`src/rtl/pwrdom_pkg.sv`:
```
package pwrdom_pkg;

    typedef enum logic [1:0] {
        TM_NONE   = 2'd0,
        TM_FSLEEP = 2'd1,
        TM_FWAKE  = 2'd2,
        TM_AUTO   = 2'd3
    } trans_mode_e;

    typedef enum logic [1:0] {
        ST_ON     = 2'd0,
        ST_TRANS  = 2'd1,
        ST_LOW    = 2'd2,
        ST_WAKE_I = 2'd3
    } pd_state_e;

    typedef enum logic [1:0] {
        PS_ON     = 2'd0,
        PS_MOVING = 2'd1,
        PS_RET    = 2'd2,
        PS_OFF    = 2'd3
    } pwr_report_e;

    typedef struct packed {
        logic        lp_off;
        trans_mode_e mode;
    } ctrl_t;

    localparam logic [2:0] A_CTRL  = 3'd0;
    localparam logic [2:0] A_WKEN  = 3'd1;
    localparam logic [2:0] A_GRP   = 3'd2;
    localparam logic [2:0] A_WKST  = 3'd3;
    localparam logic [2:0] A_ICLK  = 3'd4;
    localparam logic [2:0] A_FCLK  = 3'd5;
    localparam logic [2:0] A_SLDEP = 3'd6;
    localparam logic [2:0] A_WKDEP = 3'd7;

    function automatic pwr_report_e report_of(pd_state_e st, logic off);
        case (st)
            ST_ON:   return PS_ON;
            ST_LOW:  return off ? PS_OFF : PS_RET;
            default: return PS_MOVING;
        endcase
    endfunction

endpackage

```
`src/rtl/pwrdom_regs.sv`:
```
module pwrdom_regs
    import pwrdom_pkg::*;
#(
    parameter int NUM_MODS = 4,
    parameter int NUM_DEPS = 2,
    parameter int REG_W    = 8
) (
    input  logic                clk,
    input  logic                rst,
    input  logic                we,
    input  logic [2:0]          addr,
    input  logic [REG_W-1:0]    wdata,
    input  logic [NUM_MODS-1:0] mod_wake,
    input  logic                hw_iclk_on,
    input  logic                hw_fclk_on,
    output ctrl_t               ctrl,
    output logic [NUM_MODS-1:0] iclk_sw,
    output logic [NUM_MODS-1:0] fclk_sw,
    output logic [NUM_DEPS-1:0] slpdep,
    output logic [NUM_DEPS-1:0] wkdep,
    output logic [NUM_MODS-1:0] qual_ev,
    output logic [REG_W-1:0]    rdata
);

    logic [NUM_MODS-1:0] wken;
    logic [NUM_MODS-1:0] grpsel;
    logic [NUM_MODS-1:0] wkst;
    logic [NUM_MODS-1:0] clr_mask;

    assign qual_ev  = mod_wake & wken & grpsel;
    assign clr_mask = (we && addr == A_WKST) ? ~wdata[NUM_MODS-1:0] : '0;

    always_ff @(posedge clk) begin
        if (rst) begin
            ctrl    <= '{lp_off: 1'b0, mode: TM_NONE};
            wken    <= '0;
            grpsel  <= '0;
            iclk_sw <= '1;
            fclk_sw <= '1;
            slpdep  <= '0;
            wkdep   <= '0;
        end else begin
            if (we) begin
                case (addr)
                    A_CTRL: begin
                        ctrl.mode   <= trans_mode_e'(wdata[1:0]);
                        ctrl.lp_off <= wdata[2];
                    end
                    A_WKEN:  wken    <= wdata[NUM_MODS-1:0];
                    A_GRP:   grpsel  <= wdata[NUM_MODS-1:0];
                    A_ICLK:  iclk_sw <= wdata[NUM_MODS-1:0];
                    A_FCLK:  fclk_sw <= wdata[NUM_MODS-1:0];
                    A_SLDEP: slpdep  <= wdata[NUM_DEPS-1:0];
                    A_WKDEP: wkdep   <= wdata[NUM_DEPS-1:0];
                    default: ;
                endcase
            end
            if (hw_iclk_on) iclk_sw <= '1;
            if (hw_fclk_on) fclk_sw <= '1;
        end
    end

    always_ff @(posedge clk) begin
        if (rst) wkst <= '0;
        else     wkst <= (wkst & ~clr_mask) | qual_ev;
    end

    always_comb begin
        rdata = '0;
        case (addr)
            A_CTRL:  rdata[2:0]          = {ctrl.lp_off, ctrl.mode};
            A_WKEN:  rdata[NUM_MODS-1:0] = wken;
            A_GRP:   rdata[NUM_MODS-1:0] = grpsel;
            A_WKST:  rdata[NUM_MODS-1:0] = wkst;
            A_ICLK:  rdata[NUM_MODS-1:0] = iclk_sw;
            A_FCLK:  rdata[NUM_MODS-1:0] = fclk_sw;
            A_SLDEP: rdata[NUM_DEPS-1:0] = slpdep;
            default: rdata[NUM_DEPS-1:0] = wkdep;
        endcase
    end


    wkst_set_src_chk: assert property (@(posedge clk) disable iff (rst)
        ((wkst & ~$past(wkst)) & ~$past(qual_ev)) == '0);


    fclk_after_iclk_chk: assert property (@(posedge clk) disable iff (rst)
        hw_fclk_on |-> (iclk_sw == '1));

endmodule

```
`src/rtl/pwrdom_gate.sv`:
```
module pwrdom_gate #(
    parameter int NUM_MODS = 4
) (
    input  logic [NUM_MODS-1:0] iclk_sw,
    input  logic [NUM_MODS-1:0] fclk_sw,
    input  logic                iclk_open,
    input  logic                fclk_open,
    output logic [NUM_MODS-1:0] iclk_en,
    output logic [NUM_MODS-1:0] fclk_en,
    output logic                all_gated
);

    logic [NUM_MODS-1:0] mod_idle;

    for (genvar i = 0; i < NUM_MODS; i++) begin : g_mod
        assign iclk_en[i]  = iclk_sw[i] & iclk_open;
        assign fclk_en[i]  = fclk_sw[i] & fclk_open;
        assign mod_idle[i] = ~iclk_sw[i] & ~fclk_sw[i];
    end

    assign all_gated = &mod_idle;

endmodule

```
`src/rtl/pwrdom_fsm.sv`:
```
module pwrdom_fsm
    import pwrdom_pkg::*;
#(
    parameter int NUM_DEPS = 2
) (
    input  logic                clk,
    input  logic                rst,
    input  ctrl_t               ctrl,
    input  logic                all_gated,
    input  logic                any_qual,
    input  logic [NUM_DEPS-1:0] slpdep,
    input  logic [NUM_DEPS-1:0] wkdep,
    input  logic [NUM_DEPS-1:0] dom_busy,
    input  logic [NUM_DEPS-1:0] dom_wake,
    input  logic                pwr_ack,
    output logic                pwr_req,
    output logic                iclk_open,
    output logic                fclk_open,
    output logic                hw_iclk_on,
    output logic                hw_fclk_on,
    output pwr_report_e         pwr_state,
    output logic                inaccessible
);

    pd_state_e state;
    logic      off_q;
    logic      pend;
    logic      sleep_blocked;
    logic      dep_wake;
    logic      wake_cond;
    logic      start_sleep;
    logic      ack_to_wake;

    assign sleep_blocked = |(slpdep & dom_busy);
    assign dep_wake      = |(wkdep & dom_wake);
    assign wake_cond     = any_qual | dep_wake | (ctrl.mode == TM_FWAKE);
    assign start_sleep   = all_gated && !wake_cond &&
                           ((ctrl.mode == TM_AUTO && !sleep_blocked) ||
                            ctrl.mode == TM_FSLEEP);
    assign ack_to_wake   = pwr_ack && (pend || wake_cond);

    always_ff @(posedge clk) begin
        if (rst) begin
            state <= ST_ON;
            off_q <= 1'b0;
            pend  <= 1'b0;
        end else begin
            case (state)
                ST_ON: begin
                    if (start_sleep) begin
                        state <= ST_TRANS;
                        off_q <= ctrl.lp_off;
                        pend  <= 1'b0;
                    end
                end
                ST_TRANS: begin
                    if (pwr_ack) begin
                        state <= ack_to_wake ? ST_WAKE_I : ST_LOW;
                        pend  <= 1'b0;
                    end else if (wake_cond) begin
                        pend <= 1'b1;
                    end
                end
                ST_LOW: begin
                    if (wake_cond) state <= ST_WAKE_I;
                end
                default: state <= ST_ON;
            endcase
        end
    end

    assign hw_iclk_on   = (state == ST_LOW && wake_cond) ||
                          (state == ST_TRANS && ack_to_wake);
    assign hw_fclk_on   = (state == ST_WAKE_I);
    assign iclk_open    = (state == ST_ON) || (state == ST_WAKE_I);
    assign fclk_open    = (state == ST_ON);
    assign pwr_req      = (state == ST_TRANS);
    assign pwr_state    = report_of(state, off_q);
    assign inaccessible = (state != ST_ON);


    req_hold_chk: assert property (@(posedge clk) disable iff (rst)
        (pwr_req && !pwr_ack) |=> pwr_req);


    sleep_gated_chk: assert property (@(posedge clk) disable iff (rst)
        $rose(pwr_req) |-> $past(all_gated));


    fwake_exit_chk: assert property (@(posedge clk) disable iff (rst)
        (state == ST_LOW && ctrl.mode == TM_FWAKE) |=> (state == ST_WAKE_I));

endmodule

```
`src/rtl/pwrdom_ctrl.sv`:
```
module pwrdom_ctrl
    import pwrdom_pkg::*;
#(
    parameter int NUM_MODS = 4,
    parameter int NUM_DEPS = 2,
    parameter int REG_W    = 8
) (
    input  logic                clk,
    input  logic                rst,
    input  logic                reg_we,
    input  logic [2:0]          reg_addr,
    input  logic [REG_W-1:0]    reg_wdata,
    output logic [REG_W-1:0]    reg_rdata,
    input  logic [NUM_MODS-1:0] mod_wake,
    input  logic [NUM_DEPS-1:0] dom_busy,
    input  logic [NUM_DEPS-1:0] dom_wake,
    input  logic                pwr_ack,
    output logic                pwr_req,
    output logic [NUM_MODS-1:0] iclk_en,
    output logic [NUM_MODS-1:0] fclk_en,
    output logic [1:0]          pwr_state,
    output logic                inaccessible
);

    ctrl_t               ctrl;
    logic [NUM_MODS-1:0] iclk_sw;
    logic [NUM_MODS-1:0] fclk_sw;
    logic [NUM_DEPS-1:0] slpdep;
    logic [NUM_DEPS-1:0] wkdep;
    logic [NUM_MODS-1:0] qual_ev;
    logic                hw_iclk_on;
    logic                hw_fclk_on;
    logic                iclk_open;
    logic                fclk_open;
    logic                all_gated;
    pwr_report_e         rep;

    pwrdom_regs #(.NUM_MODS(NUM_MODS), .NUM_DEPS(NUM_DEPS), .REG_W(REG_W)) regs_i (
        .clk        (clk),
        .rst        (rst),
        .we         (reg_we),
        .addr       (reg_addr),
        .wdata      (reg_wdata),
        .mod_wake   (mod_wake),
        .hw_iclk_on (hw_iclk_on),
        .hw_fclk_on (hw_fclk_on),
        .ctrl       (ctrl),
        .iclk_sw    (iclk_sw),
        .fclk_sw    (fclk_sw),
        .slpdep     (slpdep),
        .wkdep      (wkdep),
        .qual_ev    (qual_ev),
        .rdata      (reg_rdata)
    );

    pwrdom_gate #(.NUM_MODS(NUM_MODS)) gate_i (
        .iclk_sw   (iclk_sw),
        .fclk_sw   (fclk_sw),
        .iclk_open (iclk_open),
        .fclk_open (fclk_open),
        .iclk_en   (iclk_en),
        .fclk_en   (fclk_en),
        .all_gated (all_gated)
    );

    pwrdom_fsm #(.NUM_DEPS(NUM_DEPS)) fsm_i (
        .clk          (clk),
        .rst          (rst),
        .ctrl         (ctrl),
        .all_gated    (all_gated),
        .any_qual     (|qual_ev),
        .slpdep       (slpdep),
        .wkdep        (wkdep),
        .dom_busy     (dom_busy),
        .dom_wake     (dom_wake),
        .pwr_ack      (pwr_ack),
        .pwr_req      (pwr_req),
        .iclk_open    (iclk_open),
        .fclk_open    (fclk_open),
        .hw_iclk_on   (hw_iclk_on),
        .hw_fclk_on   (hw_fclk_on),
        .pwr_state    (rep),
        .inaccessible (inaccessible)
    );

    assign pwr_state = rep;


    trans_clk_off_chk: assert property (@(posedge clk) disable iff (rst)
        pwr_req |-> (iclk_en == '0 && fclk_en == '0));


    access_chk: assert property (@(posedge clk) disable iff (rst)
        (fclk_en != '0) |-> !inaccessible);

endmodule

```
`config.mk`:
```
export PLATFORM = sky130hd
export DESIGN_NAME = pwrdom_ctrl
export DESIGN_NICKNAME = d
export VERILOG_FILES = /design/src/rtl/pwrdom_pkg.sv /design/src/rtl/pwrdom_regs.sv /design/src/rtl/pwrdom_gate.sv /design/src/rtl/pwrdom_fsm.sv /design/src/rtl/pwrdom_ctrl.sv
export SDC_FILE = /design/constraint.sdc
export NUM_CORES = 1
export LEC_CHECK = 0
export CAP_MARGIN = 20
export CORE_ASPECT_RATIO = 1.25
export CORE_UTILIZATION = 49
export CTS_CLUSTER_SIZE = 12
export DETAILED_ROUTE_END_ITERATION = 10
export GPL_TIMING_DRIVEN = 0
export PLACE_DENSITY = 0.9
export SKIP_LAST_GASP = 1
export SYNTH_ARGS = -nofsm -noshare
export SYNTH_HDL_FRONTEND = slang
export SYNTH_SLANG_ARGS = --single-unit
```
`constraint.sdc`:
```
create_clock -name clk -period 2.3 [get_ports clk]
set_input_delay 0.46 -clock clk [delete_from_list [all_inputs] [get_ports clk]]
set_output_delay 0.46 -clock clk [all_outputs]
set_load 0.01 [all_outputs]
```
==> summary.md <==
| Metric | Value |
|---|---|
| Status | complete, no violations |
| Clock latency on the worst-skew pair | roughly 290 ps |
| Synth Area in Compound Gates | 0.144 |
| Hold Path Origin | rst |
| Fin area | between 2000 and 2500 um^2 |
| Antenna violations before repair | 0 |
| Die span in x | between 50 and 60 um |
| Vias | 1,663 |
| Synth Cell Area | 1800 um^2 |
| Pwr dens | approximately 580 nW/um^2 |
| ANT nets after route | 0 |
| # DRC | 0 |
| CTS buffer count | 5 |
| CTS tree | done |
| Slowest-stage cell, CP | dlygate4sd2_1 |
| Post-Synth XOR/XNOR Area | 0 |
| CP required | between 1500 and 2000 ps |
| Max cap viols | 0 |
| Die area | slightly below 4000 um^2 |
| Final min period | between 2000 and 2500 ps |
| Clk buf depth | 2 |
| WL/cell | around 15 um |
| Most frequent cells in the layout | dfxtp_1 (29), nor2_1 (26), mux2i_1 (25), clkdlybuf4s50_1 (21), nand2_1 (14) |
| Dpl cell area | between 2000 and 2500 um^2 |
| Worst hold path type | input port to register |
| WP data arrival | about 1800 ps |
| CTS Sinks | 31 |
| Largest family of logic cells by synthesized area | simple AND/OR/NAND/NOR gates |
| Mux share of post-synthesis cell area | 0.166 |
| Register area | 623 um^2 |
| Synth-to-layout area growth | 29.8% |
| Nets@finish | about 290 |
| Cells after synthesis | between 200 and 250 |
| RD Place Congestion | about 0.91 |
| Hold Vio Cnt, Final | 0 |
| Multi-input logic area | between 1000 and 1500 um^2 |
| Slew HR | 0.504 |
| Post-synth ARST share | 0 |
| Overall power | approximately 1.4 mW |
| Ports | 43 |
| Total routed wirelength | ~4300 um |
| P_leak | roughly 0.9 nW |
| Starting Density | 0.514 |
| Reg2Reg Launch Point | regs_i.ctrl[0] |
| Worst path max stage delay | between 200 and 300 ps |
| Grt ovf | 0 |
| Final Cycle Share | 0.974 |
| Vias/cell | 5.62 |
| Commonest non-fill, non-tap cell in the layout | dfxtp_1 |
| Simple-Gate Fraction of Synth Area | 0.239 |
| Largest net degree at the start of global routing | 12 |
| Ys Warns | 0 |
| Crit Path Max Fanout | 10 |
| Port Buf Inserts | 30 |
| EDFF count, synth | 0 |
| # setup viols final | 0 |
| Worst-path clk slew | roughly 70 ps |
| Main synth FF type | dfxtp_1 |
| Fin Setup TNS | 0 ps |
| Synth cell types | between 40 and 50 |
| CP startpoint | reg_addr[1] |
| Starting DRT DRC Count | 70 |
| ANT cells | 0 |
| Die Height | roughly 70 um |
| Layout cells sized above 1 | 0.144 |
| Startpoint types | input port |
| Skew final | around 9.2 ps |
| Worst-margin pin slew | ~740 ps |
| Adder-cell area share of the yosys netlist | 0.0416 |
| DR pass1 iterations | 4 |
| Number of global-route vias before repair | between 1,500 and 2,000 |
| Critical path type | input port to output port |
| Post-DP HPWL | roughly 3300 um |
| CTS Root Cell | clkbuf_8 |
| First-pass GRT wire length | 7130 um |
| H-tree lvl count | 2 |
| Register area share after synthesis | 0.344 |
| Maximum VDD drop | between 0.0005 and 0.0006 V |
| GRT Util Overall | 0.233 |
| CP cell instances | dlygate4sd2_1 -> clkbuf_8 -> clkbuf_8 -> nand3b_1 -> a21oi_1 -> o22ai_1 -> a21oi_1 -> buf_2 |
| Fillers | between 200 and 300 |
| Unrepaired setup endpoints after global routing | yes |
| Core box area | 3510 um^2 |
| Post-synthesis register bit count | 31 |
| Max-slew violations | 0 |
| Avg Cell Area, Syn | 8.35 um^2 |
| Fmax | 446 MHz |
| Number of core rows | 24 |
| CP Capture Type | output port |
final cells by class:
cell class / count / share of cell area
plain buffers: 15 / 0.0502
clock buffers: 5 / 0.0294
clock inverters: 3 / 0.0288
inverters: 9 / 0.0144
multi-input cells: 164 / 0.467
flip-flops and latches: 31 / 0.266
well taps: 39 / 0.0208
repair buffers: 30 / 0.123
critical path: cells and delay by family:
kind                   cells  cell delay, ps
AOI/OAI and AO/OA          3             460
buffers and inverters      4             710
and+or+nand+nor            1             150
path summary, 6_finish.rpt:
| check | slack (ps) | to | cells after the start |
|---|---|---|---|
| worst max-delay path | 60 | reg_rdata[0] | 8 |
| worst min-delay path | 430 | regs_i.fclk_sw[2] | 3 |
| worst max register to register | 250 | fsm_i.state[0] | 5 |
| worst min register to register | 480 | regs_i.wkst[2] | 2 |
per-layer routing:
| layer | track usage | part of all wire |
|---|---|---|
| met1 | 0.279 | 0.42 |
| met2 | 0.389 | 0.51 |
| met3 | 0.0560 | 0.042 |
| met4 | 0.111 | 0.030 |
| met5 | 0 | 0 |
cell families after synthesis:
family / after synthesis
other: 1
AO/OA/AOI/OAI: 41
AND/OR/NAND/NOR: 85
multiplexers: 28
flip-flops: 31
adder cells (fa/ha/maj): 6
buffers and inverters: 24
cells in the mapped netlist, types with 2 or more instances:
cell / n / area, um^2
a2111oi_0: 2 / 17.5
a211oi_1: 2 / 15.0
a21oi_1: 13 / 65.1
a221o_1: 2 / 20.0
and2_1: 6 / 37.5
and4_1: 2 / 17.5
buf_4: 4 / 30.0
clkbuf_1: 9 / 33.8
dfxtp_1: 31 / 621
ha_1: 6 / 75.1
inv_1: 7 / 26.3
inv_2: 2 / 7.51
mux2i_1: 25 / 250
nand2_1: 14 / 52.6
nand2b_1: 4 / 25.0
nand3_1: 13 / 65.1
nand4_1: 2 / 12.5
nor2_1: 26 / 97.6
nor2b_1: 5 / 31.3
nor3_1: 3 / 15.0
o21ai_0: 3 / 15.0
o21ai_1: 11 / 55.1
o22ai_1: 2 / 12.5
through the flow:
step | hold WS (ps) | cells | util | setup WS, ps
floorplan | 446 | 219 | - | 145
global placement | 463 | 288 | 0.616 | -842
detailed placement | 474 | 288 | 0.616 | -825
CTS | 432 | 296 | 0.666 | 18.4
global route | 447 | 296 | 0.667 | -55.7
finish | 430 | 296 | 0.667 | 59.8
registers in the layout (all words and copies together), names as in the netlist:
name and flops:
regs_i.fclk_sw 4, regs_i.ctrl 3, regs_i.slpdep 2, regs_i.wkst 4
regs_i.grpsel 4, regs_i.wken 4, fsm_i.pend 1, fsm_i.state 2
regs_i.wkdep 2, fsm_i.off_q 1, regs_i.iclk_sw 4
where the power goes:
group	leakage, nW	internal (mW)	total (mW)	switching, mW
clock network	0.0644	0.432	0.647	0.215
registers	0.252	0.547	0.556	0.00957
logic	0.604	0.0794	0.164	0.0845
total	0.921	1.06	1.37	0.310
repair_timing:
action	in CTS	in global routing
hold buffers	0	0
buffers inserted	0	0
endpoints found under the setup margin	14	6
resized for setup	27	11
pin swaps	2	1
No activity file was read; power rests on OpenSTA's default activity.
